**src/rtl/spi_regport_pkg.sv**
```systemverilog
package spi_regport_pkg;

    typedef enum logic [2:0] {
        ST_OFF,
        ST_IDLE,
        ST_CMD,
        ST_ADDR,
        ST_WDATA,
        ST_RDATA,
        ST_SKIP
    } frame_state_t;

endpackage

```
**src/rtl/spi_sync.sv**
```systemverilog
module spi_sync #(
    parameter int               N        = 1,
    parameter int               STAGES   = 2,
    parameter logic [N-1:0]     RST_VAL  = '0
) (
    input  logic         clk,
    input  logic         rst_n,
    input  logic [N-1:0] d_i,
    output logic [N-1:0] q_o
);

    genvar g;
    generate
        for (g = 0; g < N; g++) begin : g_bit
            logic [STAGES-1:0] chain;
            always_ff @(posedge clk or negedge rst_n) begin
                if (!rst_n) begin
                    chain <= {STAGES{RST_VAL[g]}};
                end else begin
                    chain <= {chain[STAGES-2:0], d_i[g]};
                end
            end
            assign q_o[g] = chain[STAGES-1];
        end
    endgenerate

endmodule

```
**src/rtl/spi_edge.sv**
```systemverilog
module spi_edge #(
    parameter int           N       = 1,
    parameter logic [N-1:0] RST_VAL = '0
) (
    input  logic         clk,
    input  logic         rst_n,
    input  logic [N-1:0] q_i,
    output logic [N-1:0] rise_o,
    output logic [N-1:0] fall_o
);

    logic [N-1:0] prev_q;

    always_ff @(posedge clk or negedge rst_n) begin
        if (!rst_n) begin
            prev_q <= RST_VAL;
        end else begin
            prev_q <= q_i;
        end
    end

    assign rise_o = q_i & ~prev_q;
    assign fall_o = ~q_i & prev_q;

endmodule

```
**src/rtl/spi_mode_entry.sv**
```systemverilog
module spi_mode_entry #(
    parameter int PULSES = 3
) (
    input  logic clk,
    input  logic rst_n,
    input  logic sel_rise_i,
    output logic mode_o
);

    localparam int CW = $clog2(PULSES + 1);
    localparam logic [CW-1:0] LAST = CW'(PULSES - 1);

    logic [CW-1:0] pulse_cnt;

    always_ff @(posedge clk or negedge rst_n) begin
        if (!rst_n) begin
            pulse_cnt <= '0;
            mode_o    <= 1'b0;
        end else if (!mode_o && sel_rise_i) begin
            if (pulse_cnt == LAST) begin
                mode_o <= 1'b1;
            end else begin
                pulse_cnt <= pulse_cnt + 1'b1;
            end
        end
    end

endmodule

```
**src/rtl/spi_frame_engine.sv**
```systemverilog
module spi_frame_engine
    import spi_regport_pkg::*;
#(
    parameter int               DATA_W = 8,
    parameter int               ADDR_W = 8,
    parameter logic [DATA_W-1:0] CMD_WR = 8'hD4,
    parameter logic [DATA_W-1:0] CMD_RD = 8'hD5
) (
    input  logic              clk,
    input  logic              rst_n,
    input  logic              mode_i,
    input  logic              sel_s_i,
    input  logic              sel_fall_i,
    input  logic              sclk_rise_i,
    input  logic              sclk_fall_i,
    input  logic              mosi_s_i,
    input  logic [DATA_W-1:0] rf_rdata_i,
    output logic              miso_o,
    output logic              rf_we_o,
    output logic [ADDR_W-1:0] rf_addr_o,
    output logic [DATA_W-1:0] rf_wdata_o
);

    localparam int BW = $clog2(DATA_W);
    localparam logic [BW-1:0] LAST_BIT = BW'(DATA_W - 1);

    frame_state_t state_q, state_n;

    logic [BW-1:0]     bit_cnt;
    logic [DATA_W-1:0] rx_sh;
    logic [DATA_W-1:0] tx_sh;
    logic [DATA_W-1:0] rx_byte;
    logic [ADDR_W-1:0] addr_q;
    logic              load_pend;
    logic              we_q;
    logic [DATA_W-1:0] wdata_q;
    logic              byte_done;
    logic              in_frame;

    assign rx_byte   = {rx_sh[DATA_W-2:0], mosi_s_i};
    assign byte_done = sclk_rise_i && (bit_cnt == LAST_BIT);
    assign in_frame  = (state_q != ST_OFF) && (state_q != ST_IDLE);

    // next-state logic
    always_comb begin
        state_n = state_q;
        unique case (state_q)
            ST_OFF: begin
                if (mode_i) state_n = ST_IDLE;
            end
            ST_IDLE: begin
                if (sel_fall_i) state_n = ST_CMD;
            end
            ST_CMD: begin
                if (sel_s_i) begin
                    state_n = ST_IDLE;
                end else if (byte_done) begin
                    if (rx_byte == CMD_WR)      state_n = ST_ADDR;
                    else if (rx_byte == CMD_RD) state_n = ST_RDATA;
                    else                        state_n = ST_SKIP;
                end
            end
            ST_ADDR: begin
                if (sel_s_i)        state_n = ST_IDLE;
                else if (byte_done) state_n = ST_WDATA;
            end
            ST_WDATA, ST_RDATA, ST_SKIP: begin
                if (sel_s_i) state_n = ST_IDLE;
            end
            default: state_n = ST_OFF;
        endcase
    end

    // state register
    always_ff @(posedge clk or negedge rst_n) begin
        if (!rst_n) begin
            state_q <= ST_OFF;
        end else begin
            state_q <= state_n;
        end
    end

    // datapath and outputs
    always_ff @(posedge clk or negedge rst_n) begin
        if (!rst_n) begin
            bit_cnt   <= '0;
            rx_sh     <= '0;
            tx_sh     <= '0;
            addr_q    <= '0;
            load_pend <= 1'b0;
            we_q      <= 1'b0;
            wdata_q   <= '0;
        end else begin
            we_q <= 1'b0;
            if (we_q) begin
                addr_q <= addr_q + 1'b1;
            end
            if (!in_frame || sel_s_i) begin
                bit_cnt   <= '0;
                rx_sh     <= '0;
                tx_sh     <= '0;
                load_pend <= 1'b0;
            end else begin
                if (sclk_rise_i) begin
                    bit_cnt <= (bit_cnt == LAST_BIT) ? '0 : bit_cnt + 1'b1;
                    rx_sh   <= rx_byte;
                end
                unique case (state_q)
                    ST_CMD: begin
                        if (byte_done && rx_byte == CMD_RD) load_pend <= 1'b1;
                    end
                    ST_ADDR: begin
                        if (byte_done) addr_q <= rx_byte[ADDR_W-1:0];
                    end
                    ST_WDATA: begin
                        if (byte_done) begin
                            we_q    <= 1'b1;
                            wdata_q <= rx_byte;
                        end
                    end
                    ST_RDATA: begin
                        if (byte_done) load_pend <= 1'b1;
                        if (sclk_fall_i) begin
                            if (load_pend) begin
                                tx_sh     <= rf_rdata_i;
                                addr_q    <= addr_q + 1'b1;
                                load_pend <= 1'b0;
                            end else begin
                                tx_sh <= {tx_sh[DATA_W-2:0], 1'b0};
                            end
                        end
                    end
                    default: ;
                endcase
            end
        end
    end

    assign miso_o     = (state_q == ST_RDATA) ? tx_sh[DATA_W-1] : 1'b0;
    assign rf_we_o    = we_q;
    assign rf_addr_o  = addr_q;
    assign rf_wdata_o = wdata_q;

endmodule

```
**src/rtl/spi_regport.sv**
```systemverilog
module spi_regport #(
    parameter int               DATA_W      = 8,
    parameter int               ADDR_W      = 8,
    parameter int               SYNC_STAGES = 2,
    parameter int               ENTRY_PULSES = 3,
    parameter logic [DATA_W-1:0] CMD_WR     = 8'hD4,
    parameter logic [DATA_W-1:0] CMD_RD     = 8'hD5
) (
    input  logic              clk,
    input  logic              rst_n,
    input  logic              sclk_i,
    input  logic              sel_i,
    input  logic              mosi_i,
    output logic              miso_o,
    output logic              spi_mode_o,
    output logic              rf_we_o,
    output logic [ADDR_W-1:0] rf_addr_o,
    output logic [DATA_W-1:0] rf_wdata_o,
    input  logic [DATA_W-1:0] rf_rdata_i
);

    // bit order: [2]=mosi, [1]=sel, [0]=sclk
    logic [2:0] pins_s;
    logic [1:0] edge_rise, edge_fall;

    spi_sync #(
        .N       (3),
        .STAGES  (SYNC_STAGES),
        .RST_VAL (3'b010)
    ) u_sync (
        .clk   (clk),
        .rst_n (rst_n),
        .d_i   ({mosi_i, sel_i, sclk_i}),
        .q_o   (pins_s)
    );

    spi_edge #(
        .N       (2),
        .RST_VAL (2'b10)
    ) u_edge (
        .clk    (clk),
        .rst_n  (rst_n),
        .q_i    (pins_s[1:0]),
        .rise_o (edge_rise),
        .fall_o (edge_fall)
    );

    spi_mode_entry #(
        .PULSES (ENTRY_PULSES)
    ) u_entry (
        .clk        (clk),
        .rst_n      (rst_n),
        .sel_rise_i (edge_rise[1]),
        .mode_o     (spi_mode_o)
    );

    spi_frame_engine #(
        .DATA_W (DATA_W),
        .ADDR_W (ADDR_W),
        .CMD_WR (CMD_WR),
        .CMD_RD (CMD_RD)
    ) u_engine (
        .clk         (clk),
        .rst_n       (rst_n),
        .mode_i      (spi_mode_o),
        .sel_s_i     (pins_s[1]),
        .sel_fall_i  (edge_fall[1]),
        .sclk_rise_i (edge_rise[0]),
        .sclk_fall_i (edge_fall[0]),
        .mosi_s_i    (pins_s[2]),
        .rf_rdata_i  (rf_rdata_i),
        .miso_o      (miso_o),
        .rf_we_o     (rf_we_o),
        .rf_addr_o   (rf_addr_o),
        .rf_wdata_o  (rf_wdata_o)
    );

endmodule

```
**config.mk**
```make
export PLATFORM = sky130hd
export DESIGN_NAME = spi_regport
export DESIGN_NICKNAME = d
export VERILOG_FILES = /design/src/rtl/spi_regport_pkg.sv /design/src/rtl/spi_sync.sv /design/src/rtl/spi_edge.sv /design/src/rtl/spi_mode_entry.sv /design/src/rtl/spi_frame_engine.sv /design/src/rtl/spi_regport.sv
export SDC_FILE = /design/constraint.sdc
export NUM_CORES = 1
export LEC_CHECK = 0
export BUFFER_PORTS_ARGS = -buffer_cell sky130_fd_sc_hd__buf_4
export CORE_MARGIN = 2
export CORE_UTILIZATION = 60
export DETAILED_ROUTE_END_ITERATION = 12
export PLACE_DENSITY = 0.91
export SETUP_SLACK_MARGIN = 0.2
export SKIP_LAST_GASP = 1
export SYNTH_ARGS = -nofsm -noshare
export SYNTH_HDL_FRONTEND = slang
export SYNTH_HIERARCHICAL = 1
export SYNTH_SLANG_ARGS = --single-unit
```
**constraint.sdc**
```tcl
create_clock -name clk -period 3.65 [get_ports clk]
set_clock_uncertainty 0.05 [all_clocks]
set_input_delay 0.365 -clock clk [delete_from_list [all_inputs] [get_ports clk]]
set_output_delay 0.365 -clock clk [all_outputs]
set_load 0.01 [all_outputs]
```
==> out/results.tsv <==
metric	value	unit
status	finished clean	
Yosys cell types	50	
Post-CTS Setup Inserts	0	
slowest cell delay on critical path	0.44	ns
Crit-path slowest cell	and2b_2	
antenna-violating nets left	0	
Max Fclk	496	MHz
floorplan core area	4060	µm²
max-cap viol count	0	
top post-synthesis cells by area	dfrtp_1, mux2i_1, nor2_1	
most common cell after layout, fill and taps aside	dfrtp_1	
Yosys top cell by area	dfrtp_1	
Avg Synthesized Cell Area	10.5	µm²
crit-path cells	and2b_2 > nand2_1 > nor3_1 > a22oi_1 > o22ai_1	
pre-CTS setup slack	1.68	ns
Synth Register Bits	50	
Post-CTS Hold Buffers	0	
final worst slack	1.63	ns
CTS clk-pin slew, worst paths	0.09	ns
setup TNS	0	ns
Bufs on Longest Clock Path	2	
NetSw	0.380	mW
worst path required time	3.82	ns
ant diodes	0	
die width	69.6	µm
Register-to-Register Path Depth	5	
crit path kind	register to register	
Via Count	1968	
hold_ws	0.0194	ns
combinational fraction of design power	0.195	
Post-Route Utilization	0.709	
FP Rows	23	
Power Density	424	nW/µm²
Yosys top cell area share	0.455	
gr usage total	0.235	
Critical Path AT	2.19	ns
Overall Power	1.22	mW
H-tree Lvls	2	
grt ovf	0	
Synth Instances	247	
min Tclk post-route	2.02	ns
HP Class	input port to async pin	
routed len/inst	16.6	µm
Synth async-reset ratio	1.00	
P_leak	1.27	nW
Post-Layout Cell Count	319	
Net count, final	285	
Port Buf Inserts	31	
clk root buf	clkbuf_8	
# DRC	0	
Vias/cell	6.17	
Die Y-Extent	69.6	µm
Startpoint Class	register	
Seq/Total Area, Yosys	0.486	
hpwl dp	3590	µm
most frequent cells in the layout	dfrtp_1, buf_4, nor2_1	
Post-synth EDFFs	0	
Rel. slew slack	0.458	
Num CTS Buffers	5	
largest net degree at the start of global routing	51	
r2r setup slk	1.63	ns
period utilisation layout	0.553	
Pins Over Slew Limit	0	
Area after DPL	2790	µm²
P&R area growth vs syn	11.4	%
clock share of power	0.271	
fin area	2880	µm²
Post-Syn Area	2580	µm²
RR Endpoint	u_engine/rf_addr_o[7]	
first-pass GRT wire length	9060	µm
vias in the first global route	1860	
initial antenna violation count	0	
setup violators final	0	
GP Congestion	0.951	
Pint	0.841	mW
Synth Flop Type	dfrtp_1	
CTS tree	built	
Max IR drop VDD	277	µV
Die ar.	4840	µm²
YS warnings	6	
Reg-to-Reg Start	u_edge/prev_q[0]	
starting density of the core	0.636	
DRT Pass-1 Iters	5	
dpl cells	311	
post-synth net total	264	
final WL	5300	µm
Setup crit end kind	register	
clk sink count	50	
DRT iter0 DRCs	259	
Final Hold Viols	0	
unrepaired setup endpoints after global routing	false	
I/O pin total	32	
Tightest Pin Transition	0.813	ns
clock latency on the worst-skew pair	0.31	ns
Flop pwr share	0.534	
layout cells sized above 1	0.190	
worst-path maximum fanout	14	
post-CTS resize count	0	
switch share	0.311	
-- sequential cells by signal (all words and copies together), names as in the netlist --
signal,count
u_engine/state_q,3
u_engine/load_pend,1
u_engine/rf_addr_o,8
u_engine/tx_sh,8
u_entry/pulse_cnt,2
u_engine/rf_wdata_o,8
u_sync/g_bit.chain,6
u_engine/rx_sh,7
u_edge/prev_q,2
u_engine/rf_we_o,1
u_engine/bit_cnt,3
u_entry/mode_o,1
-- metal layers --
metal  GRT usage  vias to the layer above  routed length [µm]  part of all wire
li1            -                      924                   -                 -
met1       0.338                      950                2440              0.46
met2       0.347                       79                2430              0.46
met3      0.0523                       15                 311             0.059
met4      0.0893                        0                 121             0.023
met5           0                        -                   0                 0
-- cell families after synthesis --
logic type / synth area share
buf+inv: 0.0426
compound gates: 0.134
fa+ha+maj: 0.0194
simple gates: 0.175
xor+xnor: 0.0305
flops: 0.486
mux: 0.112
-- power groups by stage --
stage          logic [mW]  registers, mW  clock network [mW]
4_1_cts             0.237          0.650               0.334
5_1_grt             0.264          0.658               0.360
3_3_place_gp        0.226          0.658                   0
3_5_place_dp        0.235          0.660                   0
2_1_floorplan       0.218          0.621                   0
6_report            0.238          0.651               0.331
-- cell type report --
class / count / area, µm²
timing repair buffer: 31 / 233
clock buffer: 7 / 86.3
tap: 50 / 62.6
fill: 290 / 1180
multi-input combinational: 175 / 1220
clock inverter: 1 / 5.00
inverter: 5 / 18.8
sequential: 50 / 1250
-- worst max-delay path by stage --
stage	start	to	slack, ns	cells past startpoint
5_1_grt	u_edge/prev_q[0]	u_engine/rf_addr_o[7]	1.49	5
6_report	u_edge/prev_q[0]	u_engine/rf_addr_o[7]	1.63	5
3_3_place_gp	u_edge/prev_q[0]	u_engine/rf_addr_o[6]	1.75	5
4_1_cts	u_edge/prev_q[0]	u_engine/rf_addr_o[7]	1.65	5
2_1_floorplan	u_sync/g_bit[1].chain[1]	u_engine/rf_wdata_o[0]	2.00	5
3_5_place_dp	u_edge/prev_q[0]	u_engine/rf_addr_o[6]	1.68	5
-- synthesized netlist by cell type (2+ instances only) --
master and n:
a22oi_1 4, nand2b_1 5, o21ai_1 5, nor2_1 28, buf_4 5, o22ai_1 5, nor3_1 5, xnor2_1 3
mux2_1 8, nand2_1 12, clkbuf_1 3, dfrtp_1 47, mux2i_1 20, nand3_1 5, a31oi_1 2, and2_1 3
or2_1 2, dfstp_2 3, ha_1 4, a211oi_1 8, xor2_1 6, inv_1 5, buf_1 2, a21oi_1 11
o21ai_0 8, buf_2 7, and2b_2 4, nand4_1 4, and2b_1 2
-- critical path: cells and delay by family, from the launching register on --
| family | cells | cell delay, ns |
|---|---|---|
| AND/OR/NAND/NOR | 3 | 1.16 |
| flip-flops | 1 | 0.37 |
| AO/OA/AOI/OAI | 2 | 0.36 |
Power figures use the tool's default switching activity.
